===== config.mk =====
export PLATFORM = sky130hd
export DESIGN_NAME = ide_pio_timer
export DESIGN_NICKNAME = d
export VERILOG_FILES = /design/src/rtl/pio_timer_pkg.sv /design/src/rtl/pio_code_decode.sv /design/src/rtl/pio_phase_ctrl.sv /design/src/rtl/ide_pio_timer.sv
export SDC_FILE = /design/constraint.sdc
export NUM_CORES = 1
export LEC_CHECK = 0
export BUFFER_PORTS_ARGS = -buffer_cell sky130_fd_sc_hd__buf_2
export CAP_MARGIN = 15
export CORE_MARGIN = 4
export CORE_UTILIZATION = 35
export DETAILED_ROUTE_END_ITERATION = 10
export SLEW_MARGIN = 20
export SYNTH_ARGS = -nofsm -noshare
export SYNTH_HDL_FRONTEND = slang
export SYNTH_SLANG_ARGS = --single-unit

===== constraint.sdc =====
create_clock -name clk -period 3.2 [get_ports clk]
set_clock_uncertainty 0.1 [all_clocks]
set_input_delay 0.8 -clock clk [delete_from_list [all_inputs] [get_ports clk]]
set_output_delay 0.8 -clock clk [all_outputs]
set_load 0.005 [all_outputs]

===== src/rtl/pio_timer_pkg.sv =====
package pio_timer_pkg;
  localparam int CODE_W = 8;
  localparam int CNT_W  = 4;

  typedef enum logic [1:0] {
    PH_IDLE   = 2'd0,
    PH_SETUP  = 2'd1,
    PH_ACTIVE = 2'd2,
    PH_HOLD   = 2'd3
  } phase_e;
endpackage


===== src/rtl/pio_code_decode.sv =====
// Turns a timing byte into three phase lengths, each given as clocks minus one.
module pio_code_decode
  import pio_timer_pkg::*;
#(
  parameter int CW = CNT_W
) (
  input  logic [CODE_W-1:0] code_i,
  output logic [CW-1:0]     setup_m1_o,
  output logic [CW-1:0]     active_m1_o,
  output logic [CW-1:0]     hold_m1_o
);
  logic [2:0] act_f;
  logic [2:0] hld_f;

  assign act_f = code_i[2:0];
  assign hld_f = code_i[5:3];

  always_comb begin
    setup_m1_o = CW'(code_i[7:6]);
  end

  // Strobe length: linear 2..6, then 8, 12, 16
  always_comb begin
    case (act_f)
      3'd5:    active_m1_o = CW'(7);
      3'd6:    active_m1_o = CW'(11);
      3'd7:    active_m1_o = CW'(15);
      default: active_m1_o = CW'(act_f) + CW'(1);
    endcase
  end

  // Recovery length: linear 1..6, then 8, 12
  always_comb begin
    case (hld_f)
      3'd6:    hold_m1_o = CW'(7);
      3'd7:    hold_m1_o = CW'(11);
      default: hold_m1_o = CW'(hld_f);
    endcase
  end
endmodule


===== src/rtl/pio_phase_ctrl.sv =====
// Phase sequencer: idle -> setup -> active (stretchable) -> hold -> idle.
module pio_phase_ctrl
  import pio_timer_pkg::*;
#(
  parameter int CW = CNT_W
) (
  input  logic          clk,
  input  logic          rst_n,
  input  logic          start_i,
  input  logic [CW-1:0] setup_m1_i,
  input  logic [CW-1:0] active_m1_i,
  input  logic [CW-1:0] hold_m1_i,
  input  logic          stretch_i,
  output logic          strobe_o,
  output logic          busy_o,
  output logic          done_o
);
  phase_e        phase_q, phase_d;
  logic [CW-1:0] cnt_q, cnt_d;
  logic          last_clk;
  logic          upd_en;

  assign last_clk = (cnt_q == '0);
  assign upd_en   = start_i || (phase_q != PH_IDLE);

  always_comb begin
    phase_d = phase_q;
    cnt_d   = cnt_q;
    unique case (phase_q)
      PH_IDLE: begin
        if (start_i) begin
          phase_d = PH_SETUP;
          cnt_d   = setup_m1_i;
        end
      end
      PH_SETUP: begin
        if (last_clk) begin
          phase_d = PH_ACTIVE;
          cnt_d   = active_m1_i;
        end else begin
          cnt_d = cnt_q - CW'(1);
        end
      end
      PH_ACTIVE: begin
        if (!last_clk) begin
          cnt_d = cnt_q - CW'(1);
        end else if (!stretch_i) begin
          phase_d = PH_HOLD;
          cnt_d   = hold_m1_i;
        end
      end
      PH_HOLD: begin
        if (last_clk) phase_d = PH_IDLE;
        else          cnt_d   = cnt_q - CW'(1);
      end
      default: phase_d = PH_IDLE;
    endcase
  end

  always_ff @(posedge clk or negedge rst_n) begin
    if (!rst_n) begin
      phase_q <= PH_IDLE;
      cnt_q   <= '0;
    end else if (upd_en) begin
      phase_q <= phase_d;
      cnt_q   <= cnt_d;
    end
  end

  assign strobe_o = (phase_q == PH_ACTIVE);
  assign busy_o   = (phase_q != PH_IDLE);
  assign done_o   = (phase_q == PH_HOLD) && last_clk;

  p_done_then_idle_r6: assert property (@(posedge clk) disable iff (!rst_n)
    done_o |=> (phase_q == PH_IDLE));

  p_strobe_after_setup_r2: assert property (@(posedge clk) disable iff (!rst_n)
    $rose(strobe_o) |-> ($past(phase_q) == PH_SETUP));

  p_hold_after_strobe_r4: assert property (@(posedge clk) disable iff (!rst_n)
    $fell(strobe_o) |-> (phase_q == PH_HOLD));

  p_ready_stretch_r9: assert property (@(posedge clk) disable iff (!rst_n)
    (strobe_o && last_clk && stretch_i) |=> strobe_o);
endmodule


===== src/rtl/ide_pio_timer.sv =====
module ide_pio_timer
  import pio_timer_pkg::*;
(
  input  logic              clk,
  input  logic              rst_n,
  input  logic              req_i,
  input  logic              req_cmd_i,
  input  logic [CODE_W-1:0] data_code_i,
  input  logic [CODE_W-1:0] cmd_code_i,
  input  logic              iordy_en_i,
  input  logic              iordy_i,
  output logic              strobe_o,
  output logic              busy_o,
  output logic              done_o
);
  logic [1:0]        rst_sync_q;
  logic              rst_int_n;
  logic [CODE_W-1:0] code_q;
  logic [CODE_W-1:0] code_live;
  logic [CODE_W-1:0] code_use;
  logic              rdy_en_q;
  logic              accept;
  logic [CNT_W-1:0]  setup_m1, active_m1, hold_m1;

  // Reset asserts at once and is released two clocks later, on an edge
  always_ff @(posedge clk or negedge rst_n) begin
    if (!rst_n) rst_sync_q <= 2'b00;
    else        rst_sync_q <= {rst_sync_q[0], 1'b1};
  end
  assign rst_int_n = rst_sync_q[1];

  assign accept    = req_i && !busy_o;
  assign code_live = req_cmd_i ? cmd_code_i : data_code_i;
  // Decode the live code at acceptance and the held code after it
  assign code_use  = busy_o ? code_q : code_live;

  always_ff @(posedge clk or negedge rst_int_n) begin
    if (!rst_int_n) begin
      code_q   <= '0;
      rdy_en_q <= 1'b0;
    end else if (accept) begin
      code_q   <= code_live;
      rdy_en_q <= iordy_en_i;
    end
  end

  pio_code_decode #(.CW(CNT_W)) u_decode (
    .code_i      (code_use),
    .setup_m1_o  (setup_m1),
    .active_m1_o (active_m1),
    .hold_m1_o   (hold_m1)
  );

  pio_phase_ctrl #(.CW(CNT_W)) u_ctrl (
    .clk         (clk),
    .rst_n       (rst_int_n),
    .start_i     (accept),
    .setup_m1_i  (setup_m1),
    .active_m1_i (active_m1),
    .hold_m1_i   (hold_m1),
    .stretch_i   (rdy_en_q && !iordy_i),
    .strobe_o    (strobe_o),
    .busy_o      (busy_o),
    .done_o      (done_o)
  );

  p_accept_when_idle_r7: assert property (@(posedge clk) disable iff (!rst_int_n)
    (req_i && !busy_o) |=> busy_o);

  p_code_held_r8: assert property (@(posedge clk) disable iff (!rst_int_n)
    busy_o |=> (!busy_o || ($stable(code_q) && $stable(rdy_en_q))));

  p_idle_in_reset_r1: assert property (@(posedge clk)
    !rst_int_n |-> (!busy_o && !strobe_o && !done_o));
endmodule


==> metrics.md, run 1 <==
| Metric | Value |
|---|---|
| Area grow syn2layout | 15.1% |
| Crit path depth | 9 |
| Total setup buffers inserted after CTS | 0 |
| First-pass GRT wire length | a little over 5000 µm |
| R2r worst-path depth | 9 |
| Initial Util | 36.6% |
| Global router's overall resource usage | about 15% |
| Die width | roughly 67 µm |
| CTS Buf Count | 3 |
| Library cells used by synthesis | 45 |
| Area contributors post-synth | dfrtp_1, ha_1, mux2i_1 |
| Setup tns final | 0 ns |
| Power per cell area | approximately 1000 nW/µm² |
| Vias in the first global route | around 1,200 |
| Register area share after synthesis | 34.5% |
| Period utilization | about three quarters |
| Startpoint type of the worst setup path | flip-flop |
| Mapped cell area | approximately 1200 µm² |
| Detail Placement HPWL | roughly 2300 µm |
| TritonCTS clock tree | yes |
| Synthesized flop and latch total | 17 |
| Clk buf depth | 2 |
| Crit path capture type | flip-flop |
| Drt via density | approximately 5.3 |
| R2R Setup Slk | 0.75 ns |
| Slowest stage cell on the critical path | ha_1 |
| Setup crit start | u_ctrl.phase_q[0]$_DFFE_PN0P_ |
| Largest net degree at the start of global routing | 18 |
| Buffers on Ports | 24 |
| Max-cap viol count | 0 |
| RSZ-0062 raised after global routing | false |
| N_diodes | 0 |
| Rel. slew slack | roughly 55% |
| Routed wire length per instance | about 14 µm |
| Slew Viols, Final | 0 |
| Highest achievable clock rate | between 400 and 500 MHz |
| Post-route ant nets | 0 |
| Die Height | just under 70 µm |
| Worst hold-check path type | reg -> async |
| Kind of cell adding the most delay to the critical path | compound AO/OA/AOI/OAI gates |
| Worst-Margin Slew | approximately 0.67 ns |
| Final Hold Viols | 0 |
| Status | completed |
| Worst Setup EP | u_ctrl.cnt_q[1]$_DFFE_PN0P_ |
| Crit path arrival time | between 2 and 3 ns |
| Cells along the critical path | inv_1 > ha_1 > nor2_1 > a21oi_2 > inv_1 > ha_1 > a21oi_1 > a2111oi_4 > o311ai_2 |
| Initial antenna violation count | 0 |
| Critical path class | reg -> reg |
| GRT Residual Overflow | 0 |
| Worst EP required | 3.27 ns |
| CTS Sinks | 17 |
| Worst-Skew Late Latency | between 0.2 and 0.3 ns |
| Endpoints failing setup | 0 |
| Yosys top cell by area | dfrtp_1 |
| CP max FO | 13 |
| Yosys warning count | 0 |
| Root Driver | clkbuf_4 |
| FP Rows | 21 |
| CORE AREA | approximately 3400 µm² |
| Layout Utilization | 42.2% |
| Avg Cell Area, Syn | between 9 and 10 µm² |
| CP max stage delay | about 0.44 ns |
| Syn Nets | 164 |
| Die Area | between 4000 and 5000 µm² |
| Min Tclk post-route | 2.45 ns |
| Synth Instances | between 100 and 150 |
| Hold-fix buffers, CTS | 0 |
| Pleak | 0.000663 µW |
| EDFF count, synth | 0 |
| Maximum vdd ir drop | ~0.45 mV |
| CTS H-tree depth | 1 |
| Final WL | 2880 µm |
| CTS clk-pin slew, worst paths | about 0.11 ns |
| # DRC | 0 |
| Buf+Inv Stages, Crit Path | 2 |
| Leading register cell type out of synthesis | dfrtp_1 |
| Ports | 25 |
| GPL Wtd Cong | ~0.84 |
| Nets | between 150 and 200 |
| Share of the synthesized area in the top cell type | between 30% and 40% |
| Post-synthesis async set-or-reset flop share | between 90% and 100% |
| # resized after CTS | 0 |
| Starting DRT DRC Count | roughly 60 |
| R2R Path End | u_ctrl.cnt_q[1]$_DFFE_PN0P_ |
| R2R Path Start | u_ctrl.phase_q[0]$_DFFE_PN0P_ |
| Total number of vias | 1,075 |
| Pre-antenna DRT Iters | 4 |
| Share of layout cells above drive strength 1 | 25.9% |
## flip-flops by register name, summed over array words and instances (netlist names)
signal,count
u_ctrl.phase_q,2
rst_sync_q,2
rdy_en_q,1
u_ctrl.cnt_q,4
code_q,8
## worst min path at each step
stage | end | startpoint | slack [ns]
6_report | code_q[1]$_DFFE_PN0P_ | rst_sync_q[1]$_DFF_PN0_ | 0.16
5_1_grt | rst_sync_q[0]$_DFF_PN0_ | rst_n | 0.14
4_1_cts | rst_sync_q[0]$_DFF_PN0_ | rst_n | 0.16
3_5_place_dp | code_q[4]$_DFFE_PN0P_ | rst_sync_q[1]$_DFF_PN0_ | 0.20
3_3_place_gp | code_q[5]$_DFFE_PN0P_ | rst_sync_q[1]$_DFF_PN0_ | 0.19
2_1_floorplan | code_q[0]$_DFFE_PN0P_ | rst_sync_q[1]$_DFF_PN0_ | 0.09
## cells in the mapped netlist, drive strengths merged (2+ instances only)
| cell type | count |
|---|---|
| o2111ai | 2 |
| nor2 | 18 |
| a21o | 2 |
| and2 | 2 |
| o21ai | 6 |
| a21oi | 16 |
| o22a | 2 |
| o311ai | 2 |
| ha | 8 |
| buf | 6 |
| mux2 | 2 |
| mux2i | 9 |
| dfrtp | 17 |
| nor3 | 4 |
| inv | 9 |
| nand2 | 8 |
## final cells by class
type                       count  area, µm²
clock buffer                   4       26.3
fill                         335       1940
inverter                       9       33.8
multi-input combinational    101        733
sequential                    17        425
tap                           46       57.6
timing repair buffer          27        143
## report_power, final
part | total (µW) | leakage, µW | switching [µW] | internal [µW]
clock | 116 | 0.0000150 | 67.8 | 48.5
sequential | 375 | 0.000199 | 66.0 | 309
combinational | 981 | 0.000450 | 560 | 422
## layout by cell type, fill, tap and decap left out, types with 2 or more instances in the layout
cell type	count
a21o_1	2
a21oi_1	14
a21oi_2	2
and2_1	2
buf_2	24
buf_4	3
clkbuf_4	3
dfrtp_1	17
ha_1	8
inv_1	9
mux2i_1	8
nand2_1	7
nor2_1	17
nor3_1	3
o2111ai_1	2
o21ai_0	5
o22a_1	2
o311ai_2	2
## kinds of logic after synthesis
kind of cell / share of synthesized area, %
AOI/OAI and AO/OA: 25.8
adders and majority gates: 8.12
and+or+nand+nor: 15.8
buffers and inverters: 5.99
other: 0.304
muxes: 9.44
DFF: 34.5
## metal layers
metal,wire length (µm),vias up,track usage [%]
met5,0,-,0
met4,70,0,5.57
met3,99,6,4.16
met2,1440,24,26.1
met1,1270,518,18.1
li1,-,527,-
## metrics by stage
stage / cells / instance area, µm² / total power, µW / hold slack [ns] / worst slack, ns
floorplan: 134 / 1230 / 1140 / 0.0867 / 0.794
detailed placement: 200 / 1390 / 1360 / 0.197 / 0.620
global route: 204 / 1420 / 1630 / 0.141 / 0.589
global placement: 200 / 1390 / 1330 / 0.186 / 0.656
CTS: 204 / 1420 / 1490 / 0.157 / 0.729
finish: 204 / 1420 / 1470 / 0.164 / 0.751
Note: power is estimated with default switching activity, not from simulation.
==> run 2, diff against run 1 <==
- clock period: 3.2 -> 2.1 ns (I/O delays scaled with it)
==> run 2 against run 1 <==
Effect of this change: total power rose by 69%; sequential share of layout area fell by 2.8 points; non-clock buffer count rose by 14; register-to-register slack got worse by 0.61 ns; clock-buffer cell count did not move; clock power rose by 53%; critical path depth fell by 4; sequential power rose by 50%; via count rose by 1.7%; worst setup slack got worse by 0.70 ns; wire length fell by 0.49%; combinational power rose by 78%.
==> metrics.md, run 2 (synthesized netlist as in run 1, its figures left out) <==
| Metric | Value |
|---|---|
| Status | completed (unchanged) |
| Most frequent cells in the layout | buf_2, nor2_1, dfrtp_1 (unchanged) |
| Setup tns final | 0 ns (unchanged) |
| Layout Utilization | 46.5% (was 42.2%) |
| # DRC | 0 (unchanged) |
| Worst EP required | 1.47 ns (was 3.27 ns) |
| Most common cell after layout, fill and taps aside | buf_2 (unchanged) |
| Detail Placement HPWL | 2320 µm (was 2310 µm) |
| First-pass GRT wire length | 4930 µm (was 5190 µm) |
| Final hold slack | 0.157 ns (was 0.164 ns) |
| Rel. slew slack | 56.6% (was 55.5%) |
| Final WL | 2870 µm (was 2880 µm) |
| CP max FO | 3 (was 13) |
| CORE AREA | 3360 µm² (unchanged) |
| Nets | 203 (was 189) |
| Crit path capture type | output port (was flip-flop) |
| Largest registers | code_q x8, u_ctrl.cnt_q x4 (unchanged) |
| Critical path class | reg -> out (was reg -> reg) |
| Clk buf depth | 2 (unchanged) |
| CTS Sinks | 17 (unchanged) |
| Crit path arrival time | 1.42 ns (was 2.52 ns) |
| FILL cells | 357 (was 335) |
| Die width | 67.3 µm (unchanged) |
| Initial antenna violation count | 0 (unchanged) |
| GRT Residual Overflow | 0 (unchanged) |
| Worst hold-check path type | reg -> async (unchanged) |
| R2R Path End | u_ctrl.cnt_q[1]$_DFFE_PN0P_ (unchanged) |
| Period utilization | roughly 100% |
| FP Rows | 21 (unchanged) |
| Largest net degree at the start of global routing | 16 (was 18) |
| RSZ-0062 raised after global routing | true (was false) |
| Area of the multi-input gates | 766 µm² (was 733 µm²) |
| Endpoints failing setup | 0 (unchanged) |
| CTS H-tree depth | 1 (unchanged) |
| Max-cap viol count | 0 (unchanged) |
| R2r worst-path depth | 7 (was 9) |
| Total number of vias | 1,093 (was 1,075) |
| GPL Wtd Cong | 0.805 (was 0.836) |
| Global router's overall resource usage | 14.4% (was 15.2%) |
| Worst-Margin Slew | 0.650 ns (was 0.668 ns) |
| Reg area | 425 µm² (unchanged) |
| Post-route ant nets | 0 (unchanged) |
| Cell area after layout | 1560 µm² (was 1420 µm²) |
| Die Height | 67.3 µm (unchanged) |
| Die Area | 4530 µm² (unchanged) |
| CTS clk-pin slew, worst paths | 0.11 ns (about the same) |
| Maximum vdd ir drop | 0.627 mV (was 0.446 mV) |
| CTS Buf Count | 3 (unchanged) |
| Largest register FFs | 8 (unchanged) |
| Final Hold Viols | 0 (unchanged) |
| Routed wire length per instance | 13.1 µm (was 14.1 µm) |
| Slew Viols, Final | 0 (unchanged) |
| Worst-Skew Late Latency | 0.30 ns (was 0.29 ns) |
| R2R Setup Slk | 0.14 ns (was 0.75 ns) |
| Highest achievable clock rate | roughly 490 MHz |
| R2R Path Start | u_ctrl.cnt_q[1]$_DFFE_PN0P_ (was u_ctrl.phase_q[0]$_DFFE_PN0P_) |
| Startpoint type of the worst setup path | flip-flop (unchanged) |
| TritonCTS clock tree | yes (unchanged) |
| Pre-antenna DRT Iters | 4 (unchanged) |
| Buffers on Ports | 24 (unchanged) |
| Area grow syn2layout | 26.8% (was 15.1%) |
| Root Driver | clkbuf_4 (unchanged) |
| Pleak | 0.000733 µW (was 0.000663 µW) |
| Drt via density | 5.01 (was 5.27) |
| Ports | 25 (unchanged) |
| Min Tclk post-route | just over 2 ns |
| Placed Area | 1490 µm² (was 1390 µm²) |
| Power per cell area | 1590 nW/µm² (was 1040 nW/µm²) |
| Top reg by flops | code_q (unchanged) |
| N_diodes | 0 (unchanged) |
| Vias in the first global route | 1,140 (was 1,191) |
| Initial Util | 36.6% (unchanged) |
| Share of layout cells above drive strength 1 | 36.0% (was 25.9%) |
| Starting DRT DRC Count | 31 (was 61) |
==> run 2: changes by cell type in the layout (fill, tap and decap cells not counted), sizes merged <==
cell         delta
buf            +13
dlygate4sd3     +1
==> run 2: power by group <==
group | internal (µW) | switching, µW | leakage [µW] | total [µW]
sequential | 471 | 92.0 | 0.000199 | 563
clock | 73.9 | 104 | 0.0000150 | 177
combinational | 827 | 924 | 0.000519 | 1750
total | 1370 | 1120 | 0.000733 | 2490
==> run 2: worst max-delay path, stage by stage, from the launching register on <==
cell,delay (ns)
dfrtp_1,0.43
inv_2,0.08
ha_1,0.16
nor3b_2,0.19
and2_1,0.15
buf_2,0.10
==> run 2: timing repair <==
item,4_1_cts,5_1_grt
resized for setup,2,7
setup endpoints to repair,2,5
setup buffers,1,0
gates cloned,0,0
hold buffers,1,0
endpoints found under the hold margin,2,0
pin swaps,0,1
==> run 2: metal layers <==
layer | global-route usage [%] | wire length (µm) | up-vias
li1 | - | - | 555
met4 | 4.56 | 40 | 0
met2 | 24.5 | 1450 | 14
met1 | 17.4 | 1290 | 520
met5 | 0 | 0 | -
met3 | 4.16 | 87 | 4
==> run 2: cell type report <==
| class | count | share of cell area (%) |
|---|---|---|
| Multi-Input combinational cell | 101 | 49.0 |
| Inverter | 9 | 2.16 |
| Clock buffer | 4 | 1.68 |
| Tap cell | 46 | 3.68 |
| Timing Repair Buffer | 41 | 16.3 |
| Sequential cell | 17 | 27.2 |
==> run 2: per-stage QoR <==
stage / std cells / worst slack [ns] / total power (µW)
final: 218 / 0.0553 / 2490
after global routing: 218 / -0.0465 / 2750
after CTS: 218 / 0.00812 / 2450
after detailed placement: 212 / 0.00389 / 2240
after global placement: 212 / 0.0515 / 2190
after floorplan: 134 / -0.00989 / 1750
==> run 2: how the worst max path moves through the flow <==
stage / start / end
after floorplan: req_cmd_i / u_ctrl.cnt_q[1]$_DFFE_PN0P_
after global placement: req_cmd_i / u_ctrl.cnt_q[1]$_DFFE_PN0P_
after detailed placement: req_cmd_i / u_ctrl.cnt_q[1]$_DFFE_PN0P_
after CTS: u_ctrl.phase_q[0]$_DFFE_PN0P_ / done_o
after global routing: u_ctrl.cnt_q[1]$_DFFE_PN0P_ / done_o
final: u_ctrl.cnt_q[1]$_DFFE_PN0P_ / done_o
